**src/rtl/pal_pkg.sv**
```systemverilog
package pal_pkg;

    // Output pixel layout; the numeric codes are visible on the fmt port.
    typedef enum logic [1:0] {
        PF_RGB332 = 2'd0,
        PF_RGB555 = 2'd1,
        PF_RGB565 = 2'd2,
        PF_RGB888 = 2'd3
    } pix_fmt_e;

    localparam int COMP_W = 5;
    localparam int WIDE_W = 8;
    localparam int ENT_W  = 3 * COMP_W;
    localparam int HALF_W = 16;
    localparam int WORD_W = 2 * HALF_W;
    localparam int PIX_W  = 3 * WIDE_W;

endpackage

```
**src/rtl/pal_bank.sv**
```systemverilog
// One half of the table: holds either the even or the odd entries.
module pal_bank #(
    parameter int AW = 7,
    parameter int EW = 15
) (
    input  logic          clk,
    input  logic          we,
    input  logic [AW-1:0] waddr,
    input  logic [EW-1:0] wdata,
    input  logic [AW-1:0] raddr,
    output logic [EW-1:0] rdata
);
    localparam int DEPTH = 1 << AW;

    logic [EW-1:0] mem_q [DEPTH];

    always_ff @(posedge clk) begin
        if (we) begin
            mem_q[waddr] <= wdata;
        end
    end

    // The read is taken before this edge's write lands, so a
    // simultaneous write to the same slot yields the prior contents.
    assign rdata = mem_q[raddr];

endmodule

```
**src/rtl/pal_fmt.sv**
```systemverilog
// Widens 5-bit components and packs them into the selected layout.
module pal_fmt
    import pal_pkg::*;
(
    input  logic [ENT_W-1:0] ent,
    input  pix_fmt_e         sel,
    output logic [PIX_W-1:0] pix
);
    logic [WIDE_W-1:0] red8, grn8, blu8;

    always_comb begin
        red8 = {ent[COMP_W-1:0],          3'b000};
        grn8 = {ent[2*COMP_W-1:COMP_W],   3'b000};
        blu8 = {ent[3*COMP_W-1:2*COMP_W], 3'b000};
        unique case (sel)
            PF_RGB332: pix = {16'd0, red8[7:5], grn8[7:5], blu8[7:6]};
            PF_RGB555: pix = {9'd0,  red8[7:3], grn8[7:3], blu8[7:3]};
            PF_RGB565: pix = {8'd0,  red8[7:3], grn8[7:2], blu8[7:3]};
            default:   pix = {red8, grn8, blu8};
        endcase
    end

endmodule

```
**src/rtl/pal_lut.sv**
```systemverilog
module pal_lut
    import pal_pkg::*;
#(
    parameter int IDX_W = 8
) (
    input  logic               clk,
    input  logic               rst_n,
    input  logic               wr_en,
    input  logic [IDX_W-2:0]   wr_addr,
    input  logic [WORD_W-1:0]  wr_data,
    input  logic               rd_valid,
    input  logic [IDX_W-1:0]   rd_index,
    input  logic [1:0]         fmt,
    output logic               out_valid,
    output logic [PIX_W-1:0]   out_pixel
);
    localparam int AW    = IDX_W - 1;
    localparam int BANKS = 2;

    typedef struct packed {
        logic             vld;
        logic [ENT_W-1:0] raw;
        pix_fmt_e         sel;
    } stage_t;

    stage_t st_d, st_q;
    logic [ENT_W-1:0] bank_rd [BANKS];

    // Even entries live in bank 0 (low half-word), odd in bank 1.
    for (genvar b = 0; b < BANKS; b++) begin : g_bank
        pal_bank #(.AW(AW), .EW(ENT_W)) u_bank (
            .clk   (clk),
            .we    (wr_en),
            .waddr (wr_addr),
            .wdata (wr_data[b*HALF_W +: ENT_W]),
            .raddr (rd_index[IDX_W-1:1]),
            .rdata (bank_rd[b])
        );
    end

    always_comb begin
        st_d     = '0;
        st_d.vld = rd_valid;
        if (rd_valid) begin
            st_d.raw = bank_rd[rd_index[0]];
            st_d.sel = pix_fmt_e'(fmt);
        end
    end

    always_ff @(posedge clk or negedge rst_n) begin
        if (!rst_n) st_q <= '0;
        else        st_q <= st_d;
    end

    pal_fmt u_fmt (
        .ent (st_q.raw),
        .sel (st_q.sel),
        .pix (out_pixel)
    );

    assign out_valid = st_q.vld;

    p_req_valid_r9: assert property (@(posedge clk) disable iff (!rst_n)
        rd_valid |=> out_valid);
    p_idle_valid_r9: assert property (@(posedge clk) disable iff (!rst_n)
        !rd_valid |=> !out_valid);
    p_idle_zero_r11: assert property (@(posedge clk) disable iff (!rst_n)
        !out_valid |-> out_pixel == '0);
    p_332_upper_r5: assert property (@(posedge clk) disable iff (!rst_n)
        (out_valid && $past(fmt) == 2'd0) |-> out_pixel[23:8] == '0);
    p_555_upper_r6: assert property (@(posedge clk) disable iff (!rst_n)
        (out_valid && $past(fmt) == 2'd1) |-> out_pixel[23:15] == '0);
    p_565_glsb_r7: assert property (@(posedge clk) disable iff (!rst_n)
        (out_valid && $past(fmt) == 2'd2) |-> (out_pixel[23:16] == '0 && !out_pixel[5]));
    p_888_pad_r8: assert property (@(posedge clk) disable iff (!rst_n)
        (out_valid && $past(fmt) == 2'd3) |->
            (out_pixel[2:0] == '0 && out_pixel[10:8] == '0 && out_pixel[18:16] == '0));

endmodule

```
**config.mk**
```make
export PLATFORM = sky130hd
export DESIGN_NAME = pal_lut
export DESIGN_NICKNAME = d
export VERILOG_FILES = /design/src/rtl/pal_pkg.sv /design/src/rtl/pal_bank.sv /design/src/rtl/pal_fmt.sv /design/src/rtl/pal_lut.sv
export SDC_FILE = /design/constraint.sdc
export NUM_CORES = 2
export LEC_CHECK = 0
export ABC_AREA = 1
export BUFFER_PORTS_ARGS = -buffer_cell sky130_fd_sc_hd__buf_2
export CORE_ASPECT_RATIO = 1.1
export CORE_MARGIN = 3
export CORE_UTILIZATION = 50
export CTS_BUF_LIST = sky130_fd_sc_hd__clkbuf_2
export CTS_CLUSTER_DIAMETER = 200
export DETAILED_ROUTE_END_ITERATION = 10
export PLACE_DENSITY = 0.65
export REMOVE_ABC_BUFFERS = 1
export SLEW_MARGIN = 20
export SYNTH_ARGS = -nofsm -noshare
export SYNTH_HDL_FRONTEND = slang
export SYNTH_SLANG_ARGS = --single-unit
export TNS_END_PERCENT = 5
```
**constraint.sdc**
```tcl
create_clock -name clk -period 1.3 [get_ports clk]
set_input_delay 0.13 -clock clk [delete_from_list [all_inputs] [get_ports clk]]
set_output_delay 0.13 -clock clk [all_outputs]
set_load 0.01 [all_outputs]
```
**Yosys cells after proc, flatten, opt, wreduce, memory -nomap -nowiden**

Memory sizes are Yosys's and may differ from the RTL's.
Index checks and enable logic that the tools add are counted.

- $lt $le $gt $ge: 1
- Reduce and logical (&&, ||, !) cells: 1
- Mux-type cells: 7
- Bitwise logic cells: 1
- Equality and inequality tests: 2

Operators with widths:

| cell | number |
|---|---|
| case mux 24 bit (3 select lines) | 1 |
| 2-to-1 mux 15 bit | 3 |
| 2-to-1 mux 17 bit | 1 |
| == test 2 x 1 -> 1 bit (second input constant) | 1 |
| == test 2 bit (second input constant) | 1 |
| >= comparator 2 bit (second input constant) | 1 |
| logical NOT 2 bit | 1 |
| 2-to-1 mux 1 bit | 2 |
| inverter 1 -> 2 bit | 1 |

- Memories kept: 2
- Logic and storage cells: 17
- Register bits after elaboration: 18
- Input port bits: 53
- Output and inout port bits: 25
- RAM bits: 3840

Memory list:

| memory | words | width | rd ports | clocked after memory_dff | wr ports | RTL line | source |
|---|---|---|---|---|---|---|---|
| g_bank[0].u_bank.mem_q | 128 | 15 | 1 | 0 | 1 | pal_bank.sv:15 | `logic [EW-1:0] mem_q [DEPTH];` |
| g_bank[1].u_bank.mem_q | 128 | 15 | 1 | 0 | 1 | pal_bank.sv:15 |  |

**Longest topological paths before layout**

- Depth after elaboration: 5
- Depth in mapped cells: 15
- Gate-level depth less buffers: 11

**By module**

From an unflattened synthesis, not the netlist that was laid out.

- Cell total of the unflattened synthesis: 13217
- Area, all modules: 156702.8 um^2

By module, submodules not included:

| module | area an instance (um^2) | instances | sequential area each (um^2) | cells each |
|---|---|---|---|---|
| pal_bank | 77740.8 | 2 | 57655.3 | 6517 |
| pal_lut | 808.3 | 1 | 450.4 | 102 |
| pal_fmt | 412.9 | 1 | 0.0 | 81 |

**Worst setup path before layout**

Ideal clock, no wire load.

- Path kind: input to register
- Start point: in wr_addr[2]
- End point: mem g_bank[0].u_bank.mem_q[124][0] (enable)
- Path buffers: 1
- Setup time: 0.493 ns
- Slack: -2.720 ns
- Arrival time: 3.527 ns
- Required time: 0.807 ns
- Cell stages on the path: 3
- Cells stage by stage: clkbuf_1 -> inv_1 -> nor4_1

RTL lines:

| item | RTL line | source |
|---|---|---|
| start: declaration | pal_lut.sv:9 | `input logic [IDX_W-2:0] wr_addr,` |
| end: declaration | pal_bank.sv:15 |  |

Straight into the memory's write port.

**Worst setup path in the final report**

- Start point: reg st_q[10] in the netlist's numbering
- End point: out out_pixel[14]

- Cells in the longest elaborated chain, start to end: 1

Ends and longest elaborated chain:

| item | RTL line | source |
|---|---|---|
| start: declaration | pal_lut.sv:26 | `stage_t st_d, st_q;` |
| start signal: assignment | pal_lut.sv:52 | `else st_q <= st_d;` |
| case mux 24 bit (3 select lines) | pal_fmt.sv:15 | `unique case (sel)` |
| end: declaration | pal_lut.sv:15 | `output logic [PIX_W-1:0] out_pixel` |

No other way between the ends.

==> metrics.txt <==
total power 239 mW; Final HPWL DP slightly below 300,000 µm; mapped cell area roughly 0.15 mm²; fin area around 0.19 mm²; worst-path fanout max 4; synth warn 0; vias 112,000; WHS between 30 and 40 ps; Inserted Clock Buffers between 900 and 1,000; setup violators final roughly 1,200; RSZ-0062 raised after global routing true; #FFs+latches synth approximately 3,900; register area share after synthesis around three quarters; CP Data Arrival Time roughly 3400 ps; hold depth 15; Hold WC Path Type primary input to flip-flop; drc violations 0; R2R cell count 11; total core area 0.307 mm²; gr usage total a little under a third; Hold Crit Start rd_index[3]; Placed Instances between 15,000 and 20,000; Crit Path Class flip-flop to primary output; Max Cap Viol 0; Post-synth EDFFs around 3,800; io pins 78; LEAKAGE 68.1 nW; R2R Setup Slk -410 ps; share of post-route cells with drive strength above 1 23.3%; Worst Path Required 1170 ps; hold endpoint st_q[10]; cell family with most CP delay buffers and inverters; Layout area overhead 20.9%; fmax around 290 MHz; Clock Sinks between 3,000 and 4,000; Reg clk slew, reported paths roughly 100 ps; TritonRoute pass-1 iters 7; Cells after Synth 12,700; clk_lat worst skew between 2000 and 2500 ps; CP Capture Type primary output; via/cell ratio 5.88; top post-synthesis cells by count nand2_1, edfxtp_1, nand3_1; Post-Place Worst Slack -1550 ps; initial antenna violation count 30; slowest CP cell dfrtp_1; final non-filler cell total roughly 19,000; crit start category flip-flop; pwr dens 1280 mW/mm²; Bufs and invs on worst path 3; Fin Clk Skew 192 ps; Slew headroom 18.7%; met1 WL between 150,000 and 200,000 µm; synth top area cells edfxtp_1, nand3_1, nand2_1; Fin Setup TNS -103,240 ps; setup slack after layout -2210 ps; final wirelength between 400,000 and 500,000 µm; IO Port Bufs between 70 and 80; DR WL/cell about 26 µm; violated checks negative setup slack; reg2reg end st_q[6]; total grt overflow 0; met3 WL around 54,000 µm; highest routing layer actually used met5; row cnt 213; Slew Viols, Final 0; Final Hold Fails 0; Synth area leader edfxtp_1; Cell Chain, Critical Path buf_12 > clkinvlp_4 > o221ai_2 > buf_2; final core utilization 60.9%; Reg-to-Reg Start g_bank[0].u_bank.mem_q[117][4]; routed length on met2 229,000 µm; Yosys top cell area share 74.5%; DRT iter0 DRCs approximately 15,000; die height about 590 µm; first-pass GRT wire length 709,000 µm; synthesized area per cell ~12 µm²; CTS root buffer clkbuf_2; RePlAce Congestion 0.931; count of cell types in the netlist 21; Final ANT Viol Nets 0; vias in the first global route 109,000; Initial Util around half; largest net degree at the start of global routing 82; Final period util 270%; fin nets around 14,000; Clock Tree Buf Depth 4; status finished, violations left; max incr delay on CP approximately 400 ps; Die W 536 µm; H-tree depth 6; fin crit period around 3500 ps; cell with the most instances after synthesis nand2_1; CTS tree yes; Slew @ Worst Pin 1220 ps; Die Area 0.316 mm²; Area after DPL approximately 0.17 mm²; ys async rst share less than 1%; worst vdd ir about 0.0009 V; Primary FF master, synth edfxtp_1
-- cells by family after synthesis --
family | Yosys count | share of synthesized area (%)
buffers and inverters | 902 | 2.85
flip-flops | 3858 | 74.8
other | 1 | 0.00242
AND/OR/NAND/NOR | 7792 | 21.9
AO/OA/AOI/OAI | 136 | 0.490
-- worst min-delay path, delay by kind of cell --
family        cells  cell delay, ps
simple gates      8             780
buf+inv           7            1380
-- placed cells by master (no fill, tap or decap), types with 11 or more instances in the layout --
cell type         n
nand2_4          15
buf_12          461
inv_1            17
buf_16           11
nand3_2         400
o22ai_1          32
inv_2            18
nor2_4          151
buf_6            42
bufinv_16        17
diode_2          14
dlygate4sd3_1   187
clkinv_2         30
inv_6            12
nand3_1        3066
nand3_4         150
buf_2            32
nor2_1          103
o21ai_0          41
clkinv_1        234
nand2_2          25
clkbuf_2       1305
nand2_1        3833
nor2_2           31
buf_4           701
a21oi_1          29
o21ai_1          13
edfxtp_1       3840
-- timing repair --
item,in CTS,in global routing
setup endpoints to repair,37,1796
resized for setup,153,833
setup buffers,0,2
pin swaps,15,319
hold endpoints to repair,7716,20
hold buffers,216,8
-- final cells by class --
| type | count | area [µm²] |
|---|---|---|
| diodes | 14 | 35.0 |
| clock buffers | 1303 | 6520 |
| clock inverters | 323 | 1880 |
| fillers | 23600 | 120000 |
| inverters | 37 | 205 |
| multi-input cells | 7931 | 40100 |
| flip-flops and latches | 3858 | 116000 |
| well taps | 4085 | 5110 |
| repair buffers | 1446 | 17400 |
-- how the worst max path moves through the flow --
stage / start / to / slack (ps) / cells past startpoint
finish: st_q[10] / out_pixel[14] / -2210 / 4
global route: st_q[1] / out_pixel[7] / -2350 / 4
CTS: st_q[10] / out_pixel[14] / -2360 / 4
detailed placement: rd_index[1] / st_q[3] / -1550 / 16
global placement: rd_index[1] / st_q[3] / -1530 / 16
floorplan: rd_index[2] / st_q[12] / -14360 / 11
-- layer usage --
layer  global-route usage, %  vias to the layer above
met3                    6.35                     1161
met4                    17.0                        4
met5                       0                        -
li1                        -                    49100
met2                    47.5                     7016
met1                    39.7                    54400
-- power by group --
group / internal [mW] / switching [mW] / leakage (nW)
registers: 137 / 0.244 / 34.7
clock network: 30.8 / 48.2 / 6.31
logic: 7.38 / 15.0 / 27.1
-- flip-flops by register name, indices dropped and copies added, names as in the netlist --
signal,flops
g_bank.u_bank.mem_q,3840
out_valid,1
st_q,17
Power figures use the tool's default switching activity.
